### src/rtl/spis_pkg.sv
package spis_pkg;

  typedef enum logic [1:0] {
    PM_DUPLEX = 2'd0,
    PM_BIDIR  = 2'd1,
    PM_RXONLY = 2'd2,
    PM_RSVD   = 2'd3
  } pinMode_e;

  // Strobes from the control path to the datapath, one cycle each
  typedef struct packed {
    logic load;    // copy holding register into transmit shifter
    logic shift;   // advance transmit shifter by one bit
    logic sample;  // capture one received bit
    logic done;    // this sample completes the frame
    logic abort;   // select released, discard partial frame
  } strobe_t;

endpackage

### src/rtl/spis_sync.sv
module spis_sync #(
  parameter int STAGES = 2,
  parameter int WIDTH = 1,
  parameter logic [WIDTH-1:0] RST_VAL = '0
) (
  input  logic             clk,
  input  logic             rstN,
  input  logic [WIDTH-1:0] asyncIn,
  output logic [WIDTH-1:0] syncOut
);

  logic [WIDTH-1:0] stage [STAGES];

  for (genvar s = 0; s < STAGES; s++) begin : g_stage
    if (s == 0) begin : g_first
      always_ff @(posedge clk or negedge rstN) begin
        if (!rstN) stage[s] <= RST_VAL;
        else       stage[s] <= asyncIn;
      end
    end else begin : g_next
      always_ff @(posedge clk or negedge rstN) begin
        if (!rstN) stage[s] <= RST_VAL;
        else       stage[s] <= stage[s-1];
      end
    end
  end

  assign syncOut = stage[STAGES-1];

endmodule

### src/rtl/spis_ctrl.sv
module spis_ctrl import spis_pkg::*; #(
  parameter int DATA_W = 8,
  localparam int CNT_W = (DATA_W > 1) ? $clog2(DATA_W) : 1
) (
  input  logic             clk,
  input  logic             rstN,
  input  logic             sckS,
  input  logic             ssNS,
  input  logic             cfgCpol,
  input  logic             cfgCpha,
  output strobe_t          stb,
  output logic             selected,
  output logic [CNT_W-1:0] bitCnt
);

  localparam logic [CNT_W-1:0] LAST_BIT = CNT_W'(DATA_W - 1);

  logic sckPrev, ssNPrev, loadNext;
  logic sckRise, sckFall, leadEdge, trailEdge;
  logic ssFall, ssRise, active;
  logic sampleEdge, driveEdge, lastBit;

  always_ff @(posedge clk or negedge rstN) begin
    if (!rstN) begin
      sckPrev <= 1'b0;
      ssNPrev <= 1'b1;
    end else begin
      sckPrev <= sckS;
      ssNPrev <= ssNS;
    end
  end

  always_comb begin
    sckRise    = sckS & ~sckPrev;
    sckFall    = ~sckS & sckPrev;
    leadEdge   = cfgCpol ? sckFall : sckRise;
    trailEdge  = cfgCpol ? sckRise : sckFall;
    ssFall     = ssNPrev & ~ssNS;
    ssRise     = ~ssNPrev & ssNS;
    active     = ~ssNS & ~ssNPrev;
    sampleEdge = active & (cfgCpha ? trailEdge : leadEdge);
    driveEdge  = active & (cfgCpha ? leadEdge : trailEdge);
    lastBit    = (bitCnt == LAST_BIT);
  end

  // After select falls (phase 1) or a frame ends, the next drive edge loads
  always_ff @(posedge clk or negedge rstN) begin
    if (!rstN)                        loadNext <= 1'b0;
    else if (ssRise)                  loadNext <= 1'b0;
    else if (ssFall)                  loadNext <= cfgCpha;
    else if (sampleEdge && lastBit)   loadNext <= 1'b1;
    else if (driveEdge)               loadNext <= 1'b0;
  end

  always_ff @(posedge clk or negedge rstN) begin
    if (!rstN)              bitCnt <= '0;
    else if (ssNS)          bitCnt <= '0;
    else if (sampleEdge)    bitCnt <= lastBit ? '0 : bitCnt + 1'b1;
  end

  always_comb begin
    stb.load   = ssFall | (driveEdge & loadNext);
    stb.shift  = driveEdge & ~loadNext;
    stb.sample = sampleEdge;
    stb.done   = sampleEdge & lastBit;
    stb.abort  = ssRise;
  end

  assign selected = ~ssNS;

endmodule

### src/rtl/spis_dpath.sv
module spis_dpath import spis_pkg::*; #(
  parameter int DATA_W = 8
) (
  input  logic              clk,
  input  logic              rstN,
  input  strobe_t           stb,
  input  logic              selected,
  input  logic              cfgLsbFirst,
  input  pinMode_e          pinMode,
  input  logic              cfgDirOut,
  input  logic              txWrite,
  input  logic [DATA_W-1:0] txByte,
  input  logic              mosiS,
  input  logic              sioS,
  input  logic              rxRead,
  output logic [DATA_W-1:0] rxByte,
  output logic              rxFull,
  output logic              misoOut,
  output logic              misoOe,
  output logic              sioOut,
  output logic              sioOe
);

  logic [DATA_W-1:0] txHold, txShift, rxShift, rxNext;
  logic rxIn, txBit;

  always_ff @(posedge clk or negedge rstN) begin
    if (!rstN)        txHold <= '0;
    else if (txWrite) txHold <= txByte;
  end

  always_ff @(posedge clk or negedge rstN) begin
    if (!rstN)          txShift <= '0;
    else if (stb.load)  txShift <= txHold;
    else if (stb.shift) txShift <= cfgLsbFirst ? {1'b0, txShift[DATA_W-1:1]}
                                               : {txShift[DATA_W-2:0], 1'b0};
  end

  assign txBit = cfgLsbFirst ? txShift[0] : txShift[DATA_W-1];
  assign rxIn  = (pinMode == PM_BIDIR) ? sioS : mosiS;

  always_comb begin
    rxNext = cfgLsbFirst ? {rxIn, rxShift[DATA_W-1:1]}
                         : {rxShift[DATA_W-2:0], rxIn};
  end

  always_ff @(posedge clk or negedge rstN) begin
    if (!rstN)           rxShift <= '0;
    else if (stb.abort)  rxShift <= '0;
    else if (stb.sample) rxShift <= rxNext;
  end

  always_ff @(posedge clk or negedge rstN) begin
    if (!rstN)         rxByte <= '0;
    else if (stb.done) rxByte <= rxNext;
  end

  always_ff @(posedge clk or negedge rstN) begin
    if (!rstN)         rxFull <= 1'b0;
    else if (stb.done) rxFull <= 1'b1;
    else if (rxRead)   rxFull <= 1'b0;
  end

  always_comb begin
    misoOe  = selected & (pinMode == PM_DUPLEX);
    sioOe   = selected & (pinMode == PM_BIDIR) & cfgDirOut;
    misoOut = misoOe & txBit;
    sioOut  = sioOe & txBit;
  end

endmodule

### src/rtl/spis_slave.sv
module spis_slave import spis_pkg::*; #(
  parameter int DATA_W = 8,
  parameter int SYNC_STAGES = 2,
  localparam int CNT_W = (DATA_W > 1) ? $clog2(DATA_W) : 1
) (
  input  logic              clk,
  input  logic              rstN,
  input  logic              sckIn,
  input  logic              ssNIn,
  input  logic              mosiIn,
  output logic              misoOut,
  output logic              misoOe,
  input  logic              sioIn,
  output logic              sioOut,
  output logic              sioOe,
  input  logic              cfgCpol,
  input  logic              cfgCpha,
  input  logic              cfgLsbFirst,
  input  logic [1:0]        cfgPinMode,
  input  logic              cfgDirOut,
  input  logic              txWrite,
  input  logic [DATA_W-1:0] txByte,
  input  logic              rxRead,
  output logic [DATA_W-1:0] rxByte,
  output logic              rxFull
);

  logic sckS, ssNS, mosiS, sioS, selected, frameDone;
  logic [CNT_W-1:0] bitCnt;
  strobe_t stb;

  // bit order {sio, mosi, ssN, sck}; select resets to deasserted
  spis_sync #(.STAGES(SYNC_STAGES), .WIDTH(4), .RST_VAL(4'b0010)) u_sync (
    .clk(clk), .rstN(rstN),
    .asyncIn({sioIn, mosiIn, ssNIn, sckIn}),
    .syncOut({sioS, mosiS, ssNS, sckS})
  );

  spis_ctrl #(.DATA_W(DATA_W)) u_ctrl (
    .clk(clk), .rstN(rstN), .sckS(sckS), .ssNS(ssNS),
    .cfgCpol(cfgCpol), .cfgCpha(cfgCpha),
    .stb(stb), .selected(selected), .bitCnt(bitCnt)
  );

  spis_dpath #(.DATA_W(DATA_W)) u_dpath (
    .clk(clk), .rstN(rstN), .stb(stb), .selected(selected),
    .cfgLsbFirst(cfgLsbFirst), .pinMode(pinMode_e'(cfgPinMode)),
    .cfgDirOut(cfgDirOut), .txWrite(txWrite), .txByte(txByte),
    .mosiS(mosiS), .sioS(sioS), .rxRead(rxRead),
    .rxByte(rxByte), .rxFull(rxFull),
    .misoOut(misoOut), .misoOe(misoOe), .sioOut(sioOut), .sioOe(sioOe)
  );

  assign frameDone = stb.done;

endmodule

### config.mk
export PLATFORM = sky130hd
export DESIGN_NAME = spis_slave
export DESIGN_NICKNAME = d
export VERILOG_FILES = /design/src/rtl/spis_pkg.sv /design/src/rtl/spis_sync.sv /design/src/rtl/spis_ctrl.sv /design/src/rtl/spis_dpath.sv /design/src/rtl/spis_slave.sv
export SDC_FILE = /design/constraint.sdc
export NUM_CORES = 1
export LEC_CHECK = 0
export ABC_AREA = 0
export BUFFER_PORTS_ARGS = -buffer_cell sky130_fd_sc_hd__buf_2
export CAP_MARGIN = 20
export CORE_UTILIZATION = 55
export DETAILED_ROUTE_END_ITERATION = 8
export PLACE_DENSITY = 0.78
export SETUP_SLACK_MARGIN = 0.5
export SLEW_MARGIN = 20
export SYNTH_ARGS = -nofsm -noshare
export SYNTH_HDL_FRONTEND = slang
export SYNTH_SLANG_ARGS = --single-unit
### constraint.sdc
create_clock -name clk -period 2.7 [get_ports clk]
set_input_delay 0.135 -clock clk [delete_from_list [all_inputs] [get_ports clk]]
set_output_delay 0.135 -clock clk [all_outputs]
set_load 0.05 [all_outputs]
# --- After elaboration in Yosys (flattened, before gate mapping) ---
# Index checks and enable logic that the tools add are counted.
# W data, S select, Z words.
word_totals:
  regBits: 47
  latch_bits: 0
  ram_bits: 0
  romBits: 0
  in_bits: 22
  output_inout_bits: 13
  elab_cells: 63
  n_memories: 0
op_classes:
  add_sub_neg: 1
  n_mul: 0
  div: 0
  magnitude_cmp: 0
  eq_ne: 2
  shift: 0
  n_mux: 21
  bitwise_logic: 21
  n_reduce_logical: 7
ops:
  columns: ["cell", "n"]
  rows:
  - ["$mux W8", 6]
  - ["$and A1 B1 Y1", 15]
  - ["$mux W1", 12]
  - ["$mux W3", 3]
  - ["$reduce_bool A2 Y1", 4]
  - ["$not A1 Y1", 5]
  - ["$reduce_bool A4 Y1", 1]
  - ["$add A3 B1 Y3 const B", 1]
  - ["$eq A3 B3 Y1 const B", 1]
  - ["$eq A2 B1 Y1 const B", 1]
  - ["$logic_not A2 Y1", 1]
  - ["$logic_and A1 B1 Y1", 1]
  - ["$or A1 B1 Y1", 1]

# --- Logic depth before layout (Yosys ltp) ---
# Gate-level depths: netlist of run 1.
logic_depth:
  ltp_word: 9
  ltp_mapped: 8
  depth_no_buf: 6

# --- By module ---
# A second synthesis of run 1 with hierarchy kept.
unflattened:
  hier_cells: 197
  area_unflattened_um2: 2259.7
by_module_without_submodules:
  columns: ["mod", "n_inst", "cells_each", "area_per_inst_um2", "seq_area_each_um2"]
  rows:
  - ["spis_dpath", 1, 139, 1581.5, 825.8]
  - ["spis_ctrl", 1, 46, 445.4, 151.4]
  - ["spis_sync", 1, 12, 232.7, 202.7]

# --- Least setup slack after synthesis of run 1 ---
# No wires, ideal clock.
synth_timing:
  kind: "reg2out"
  start: "reg u_sync.stage, in the netlist u_sync.syncOut[1]"
  end: "out misoOut"
  t_arrival_ns: 2.302
  required_ns: 2.565
  slack_ns: 0.263
  stages_incl_launch_ff: 3
  cell_sequence: "dfstp_2 -> nor3_1 -> nor2b_1"
synth_between:
  elab_chain_cells: 3
synth_rtl:
  columns: ["item", "line_no", "rtl"]
  rows:
  - ["start, declared", "spis_sync.sv:12", "logic [WIDTH-1:0] stage [STAGES];"]
  - ["start signal, assigned by index", "spis_sync.sv:23", "else stage[s] <= stage[s-1];"]
  - ["$not A1 Y1", "spis_ctrl.sv:69", "assign selected = ~ssNS;"]
  - ["$and A1 B1 Y1", "spis_dpath.sv:65", "misoOe = selected & (pinMode == PM_DUPLEX);"]
  - ["named net misoOe", "spis_slave.sv:12", "output logic misoOe,"]
  - ["$and A1 B1 Y1", "spis_dpath.sv:67", "misoOut = misoOe & txBit;"]
  - ["end, declared", "spis_slave.sv:11", "output logic misoOut,"]
# The timed path passes the listed nets, and every way through them passes these cells.

# --- Final worst setup path of run 1 ---
layout_timing:
  start: "reg u_sync.stage, in the netlist u_sync.syncOut[1]"
  end: "reg u_dpath.txShift[3]"
layout_between:
  elab_chain_cells: 6
  elab_cells_between_ends: 9
  cone_classes: "mux: 1; bitwise: 7; reduce/logical: 1"
layout_rtl:
  columns: ["item", "line_no", "rtl"]
  rows:
  - ["$not A1 Y1 *", "spis_ctrl.sv:38, spis_ctrl.sv:40", null]
  - ["$and A1 B1 Y1", "spis_ctrl.sv:40", "active = ~ssNS & ~ssNPrev;"]
  - ["$and A1 B1 Y1", "spis_ctrl.sv:42", "driveEdge = active & (cfgCpha ? leadEdge : trailEdge);"]
  - ["$and A1 B1 Y1", "spis_ctrl.sv:62", "stb.load = ssFall | (driveEdge & loadNext);"]
  - ["$or A1 B1 Y1", "spis_ctrl.sv:62", null]
  - ["$mux W8 or $reduce_bool A2 Y1 (tied branches)", null, null]
  - ["end signal, assigned", "spis_dpath.sv:34", "else if (stb.load) txShift <= txHold;"]
  - ["end signal, assigned", "spis_dpath.sv:35", "else if (stb.shift) txShift <= cfgLsbFirst ? {1'b0, txShift[DATA_W-1:1]}"]
  - ["end, declared", "spis_dpath.sv:24", "logic [DATA_W-1:0] txHold, txShift, rxShift, rxNext;"]
# Mark *: on every way between the ends. The rest lies on a longest branch, timed or not.
# A chain may end at the register's enable or synchronous reset.

==> results_dict.tcl, run 1 <==
set metrics [dict create \
    status "finished, final reports clean" \
    finalNetCount 253 \
    min-delay-start "txByte[5]" \
    slew-limit-headroom_pct 46.7 \
    powerDensity_mw_per_mm2 624 \
    ys_ff_latch 47 \
    post-place-cells 262 \
    pwr-share-comb_pct 17.1 \
    skew_ns 0.00701 \
    yosysTopAreaCellShare_pct 51.1 \
    synth-edff-count 0 \
    yosysMostFrequentCell "dfrtp_1" \
    rsz0062_at_grt "false" \
    finalHoldViolCount 0 \
    rows 22 \
    end_kind "flip-flop" \
    worstPathRequired_ns 2.88 \
    slew_viol_final 0 \
    synthTopCellsByArea "dfrtp_1 (51%), mux2_2 (9.4%), mux2i_1 (7.0%)" \
    diodes 0 \
    grt-ovfl-total 0 \
    synth_seq_area_share_pct 54.8 \
    h-tree-depth 2 \
    path_max_fanout 15 \
    tns_ns 0 \
    finalCriticalPeriod_ns 2.03 \
    swShare_pct 28.1 \
    p_int_uw 1130 \
    dr.pass1.iters 5 \
    p_switching_uw 443 \
    synthToLayoutAreaGrowth_pct 17.4 \
    gp_congestion 0.843 \
    setup_viol 0 \
    cp-start-kind "flip-flop" \
    syn-num-nets 214 \
    fp.dieH_um 64.6 \
    antenna_found_initial 0 \
    fill_cells 275 \
    pwr-share-seq_pct 54.7 \
    yosysTopAreaCell "dfrtp_1" \
    drc 0 \
    place_ws_ns 0.426 \
    worst_pin_slew_ns 0.777 \
    clock_path_buffers 2 \
    avgSynthCellArea_um2 11.5 \
    vias_per_cell 5.73 \
    start_util_pct 57.9 \
    die-width_um 64.6 \
    ys_warn_count 0 \
    die_area_mm2 0.00417 \
    grt_pass1_wl_um 7340 \
    wl_per_cell_um 15.2 \
    arrival_ns 2.21 \
    ant_nets 0 \
    worst_hold_slack_ns 0.0636 \
    finalCritPeriodShare_pct 75.0 \
    r2r_start "u_sync.syncOut[1]$_DFF_PN1_" \
    clkTransAtPathRegs_ns 0.09 \
    synth_area_mm2 0.00215 \
    cts-buffers-inserted 5 \
    setup.worst_path.start "u_sync.syncOut[1]$_DFF_PN1_" \
    layout_setup_ws_ns 0.675 \
    grtUsageTotal_pct 23.2 \
    ios 35 \
    power_leakage_uw 0.00120 \
    synth_cells 187 \
    synthTopCellsByCount "dfrtp_1 (44), mux2_2 (18), a21oi_1 (17)" \
    core_mm2 0.00372 \
    pwr-share-clk_pct 28.2 \
    vdd_drop_max_uv 344 \
    drtIter0Drc 80 \
    max_freq_mhz 494 \
    max-cap-violations 0 \
    hpwl_um 2840 \
    drive_gt1_share_pct 31.7 \
    hold_path_class "in -> reg" \
    cts_tree "built" \
    clk_latency_ns 0.30 \
    cts.sinks 47 \
    grt_max_degree 48 \
    fin_cells 275 \
    critical_path_class "reg -> reg" \
    final_util_pct 68.0 \
    grt_pass1_vias 1653 \
    cts_root_buffer "clkbuf_8" \
    num_vias 1576 \
    async_flop_share_pct 100 \
    port_buffers 34 \
    routed_wl_um 4170 \
    ys_types 30 \
    synth_flop_cell "dfrtp_1" \
]
-- path summary, 6_finish.rpt --
path | to | slack (ns) | cells after the start
worst max-delay path | u_dpath.txShift[3]$_DFFE_PN0P_ | 0.67 | 6
worst min-delay path | u_dpath.txHold[5]$_DFFE_PN0P_ | 0.06 | 2
worst max register to register | u_dpath.txShift[3]$_DFFE_PN0P_ | 0.67 | 6
worst min register to register | u_sync.syncOut[3]$_DFF_PN0_ | 0.36 | 0
max in group asynchronous | u_dpath.txShift[6]$_DFFE_PN0P_ | 1.94 | 2
min in group asynchronous | u_dpath.rxByte[3]$_DFFE_PN0P_ | 0.38 | 2
-- layout make-up --
class	instances	area, um2	area share (%)
inverter	9	33.8	1.34
sequential	47	1180	46.7
multi-input combinational	123	925	36.6
clock inverter	2	16.3	0.644
clock buffer	6	82.6	3.27
timing repair buffer	40	230	9.11
tap	48	60.1	2.38
-- flip-flops by register name, summed over array words and instances (netlist names) --
register         flops
u_ctrl.loadNext      1
u_dpath.txShift      8
u_dpath.rxFull       1
u_ctrl.ssNPrev       1
u_dpath.txHold       8
u_ctrl.bitCnt        3
u_sync.syncOut       4
u_sync.stage         4
u_dpath.rxShift      8
u_dpath.rxByte       8
u_ctrl.sckPrev       1
-- through the flow --
| stage | cell area [um2] | power (uW) |
|---|---|---|
| after global routing | 2530 | 1660 |
| after floorplan | 2160 | 1050 |
| after CTS | 2510 | 1580 |
| after global placement | 2370 | 1110 |
| final | 2530 | 1580 |
| after detailed placement | 2370 | 1130 |
-- metal layers --
metal	wire length (um)	GRT usage [%]	vias to the layer above
met5	0	0	-
met4	35	7.78	0
met3	217	6.34	6
met2	1990	37.6	54
met1	1920	30.1	767
li1	-	-	749
-- cells in the final DEF (no fill, tap or decap), drive strengths merged --
master and instances:
dfrtp 44, buf 35, mux2 18, a21oi 17
mux2i 16, o21ai 15, nand2 11, inv 9
nor2 8, a211oi 6, clkbuf 6, dlygate4sd3 5
ha 5, nand2b 3, o2111ai 3, o211ai 3
nand3 3, dfstp 3, nor2b 2, or2 2
nand3b 2, nand4b 2, nor3 2, nor4 1
xnor2 1, or4b 1, or4 1, a21o 1
clkinvlp 1, clkinv 1
-- critical path, stage by stage, from the launching register on --
cell and delay (ns):
dfstp_2 0.63, inv_1 0.09, ha_2 0.29, nand3b_1 0.12, mux2i_1 0.14, nor2_4 0.25, mux2_2 0.38
-- what timing repair did --
action	CTS	global route
gates resized for setup	1	1
endpoints found under the setup margin	8	9
hold buffers	4	1
cloned	0	0
buffers inserted	0	0
endpoints found under the hold margin	4	44
-- power groups by stage --
| stage | clock, uW | combinational, uW | sequential [uW] |
|---|---|---|---|
| 5_1_grt | 480 | 303 | 874 |
| 3_5_place_dp | 0 | 263 | 871 |
| 3_3_place_gp | 0 | 250 | 865 |
| 2_1_floorplan | 0 | 192 | 854 |
| 4_1_cts | 451 | 269 | 859 |
| 6_report | 444 | 270 | 863 |
-- kinds of logic (layout without fill, tap and decap cells) --
family	count (synthesis)	in the layout	share of synthesized area, %
flops	47	47	54.8
compound gates	45	45	12.1
simple gates	38	38	9.24
mux	34	34	17.0
buf+inv	17	57	3.14
fa+ha+maj	5	5	2.91
xor+xnor	1	1	0.756
(Power assumes the default switching activity.)
==> run 2: changes to the inputs <==
--- a/config.mk
+++ b/config.mk
@@ -8,9 +8,9 @@
 export ABC_AREA = 0
 export BUFFER_PORTS_ARGS = -buffer_cell sky130_fd_sc_hd__buf_2
 export CAP_MARGIN = 20
-export CORE_UTILIZATION = 55
+export CORE_UTILIZATION = 50
 export DETAILED_ROUTE_END_ITERATION = 8
-export PLACE_DENSITY = 0.78
+export PLACE_DENSITY = 0.75
 export SETUP_SLACK_MARGIN = 0.5
 export SLEW_MARGIN = 20
 export SYNTH_ARGS = -nofsm -noshare
==> constraint.sdc (replaced) <==
create_clock -name clk -period 1.75 [get_ports clk]
set_input_delay 0.0875 -clock clk [delete_from_list [all_inputs] [get_ports clk]]
set_output_delay 0.0875 -clock clk [all_outputs]
set_load 0.05 [all_outputs]
==> results_dict.tcl, run 2 (synthesis results as in run 1) <==
set metrics [dict create \
    gr-usage-met3_pct 5.24 \
    grtUsageMet2_pct 37.3 \
    grt_busiest_layer "met2" \
    cp-start-kind "flip-flop" \
    drtIter0Drc 153 \
    worst_pin_slew_ns 0.546 \
    skew_ns 0.00751 \
    tns_ns 0 \
    final_util_pct 78.4 \
    status "finished, final reports clean" \
    rows 23 \
    die_area_mm2 0.00457 \
    arrival_ns 1.92 \
    ios 35 \
    synthToLayoutAreaGrowth_pct 47.8 \
    drive_gt1_share_pct 56.5 \
    setup_viol 0 \
    cts_root_buffer "clkbuf_8" \
    reg2reg_depth 7 \
    clkTransAtPathRegs_ns 0.09 \
    post-place-cells 275 \
    grtUsageTotal_pct 24.2 \
    fin_cells 310 \
    port_buffers 34 \
    num_vias 1782 \
    path_max_fanout 8 \
    vdd_drop_max_uv 645 \
    final_common_cell "dfrtp_1" \
    path_cells "inv_2 -> ha_4 -> nand3b_1 -> mux2i_4 -> nor2_4 -> buf_12 -> mux2_4" \
    grt_pass1_vias 1658 \
    finalCriticalPeriod_ns 1.74 \
    slew_viol_final 0 \
    power_leakage_uw 0.00145 \
    grt_max_degree 20 \
    cts_tree "built" \
    ant_nets 0 \
    max-cap-violations 0 \
    hpwl_um 3010 \
    r2r_start "u_sync.syncOut[1]$_DFF_PN1_" \
    met1_usage_pct 33.9 \
    worstSetupEndpoint "u_dpath.txShift[3]$_DFFE_PN0P_" \
    drc 0 \
    worstPathRequired_ns 1.93 \
    core_mm2 0.00406 \
    clk_latency_ns 0.30 \
    rsz0062_at_grt "true" \
    start_util_pct 53.1 \
    finalCritPeriodShare_pct 99.4 \
    fin_total_pwr_uw 2680 \
    setup.worst_path.start "u_sync.syncOut[1]$_DFF_PN1_" \
    design_area_mm2 0.00318 \
    critical_path_class "reg -> reg" \
    hold_path_class "in -> reg" \
    fp.dieH_um 67.6 \
    antenna_found_initial 0 \
    end_kind "flip-flop" \
    gp_congestion 0.761 \
    vias_per_cell 5.75 \
    powerDensity_mw_per_mm2 841 \
    finalHoldViolCount 0 \
    timing.rr.end "u_dpath.txShift[3]$_DFFE_PN0P_" \
    grt_pass1_wl_um 8030 \
    place_area_mm2 0.00251 \
    h-tree-depth 2 \
    die-width_um 67.6 \
    slew-limit-headroom_pct 63.6 \
    regToRegSetupSlack_ns 0.01 \
    diodes 0 \
    wl_per_cell_um 18.0 \
    slowest_stage "dfstp_2" \
    routed_wl_um 5570 \
    finalNetCount 286 \
    grt-ovfl-total 0 \
    critPathMaxStageDelay_ns 0.55 \
    layout_common_cells "dfrtp_1 (43), buf_2 (30), buf_4 (16)" \
    cts-buffers-inserted 5 \
    clock_path_buffers 2 \
    dr.pass1.iters 4 \
    max_freq_mhz 575 \
    cts.sinks 47 \
]
[run 2: cell count changes in the layout (fill, tap and decap cells not counted), moves of 8 or more]
cell and delta:
buf_4 +14, a21oi_1 -14, buf_6 +14, mux2_4 +9, a21oi_2 +13, o21ai_0 -11, o21ai_1 +8, mux2_2 -9
[run 2: layout make-up]
type                            instances  area, um2
Clock buffer                            5       68.8
Clock inverter                          3       23.8
Fill cell                             215        875
Inverter                                9       38.8
Multi-Input combinational cell        124       1200
Sequential cell                        47       1180
Tap cell                               50       62.6
Timing Repair Buffer                   72        603
[run 2: per-stage QoR]
stage / setup WS (ns) / hold WS, ns
final: 0.00989 / 0.0175
after global routing: -0.0334 / 0.0227
after CTS: 0.0518 / 0.00397
after detailed placement: -0.0361 / 0.0465
after global placement: 0.0132 / 0.0371
after floorplan: -0.0561 / -0.208
[run 2: how the worst min path moves through the flow]
stage,start,cells after the start,endpoint
after floorplan,rstN,0,u_ctrl.bitCnt[0]$_DFFE_PN0P_
after CTS,txByte[4],2,u_dpath.txHold[4]$_DFFE_PN0P_
after global placement,rstN,1,u_dpath.rxFull$_DFFE_PN0P_
after global routing,txByte[7],2,u_dpath.txHold[7]$_DFFE_PN0P_
final,txByte[0],2,u_dpath.txHold[0]$_DFFE_PN0P_
after detailed placement,rstN,1,u_dpath.rxShift[6]$_DFFE_PN0P_
[run 2: worst max-delay path, delay by kind of cell, from the launching register on]
kind / cells / cell delay (ns)
adder cells (fa/ha/maj): 1 / 0.18
buffers and inverters: 2 / 0.20
flip-flops: 1 / 0.55
multiplexers: 2 / 0.41
AND/OR/NAND/NOR: 2 / 0.28
[run 2: power breakdown]
| part | switching [uW] | internal [uW] | total [uW] | leakage [uW] |
|---|---|---|---|---|
| Sequential | 131 | 1220 | 1350 | 0.000591 |
| Combinational | 306 | 351 | 657 | 0.000816 |
| Clock | 382 | 286 | 668 | 0.0000408 |
[run 2: timing repair]
item                                   4_1_cts  5_1_grt
endpoints found under the hold margin       21        0
gates cloned                                 1        2
gates resized for setup                     47       39
buffers inserted                            11        8
hold buffers                                 5        0
pin swaps                                   19       10
setup endpoints to repair                   33       33
[run 2: layer usage]
layer  routed length (um)  vias up  share of wire (%)
li1                     -      810                  -
met1                 2510      910                 45
met2                 2780       58                 50
met3                  227        4                4.1
met4                   47        0               0.84
met5                    0        -                  0
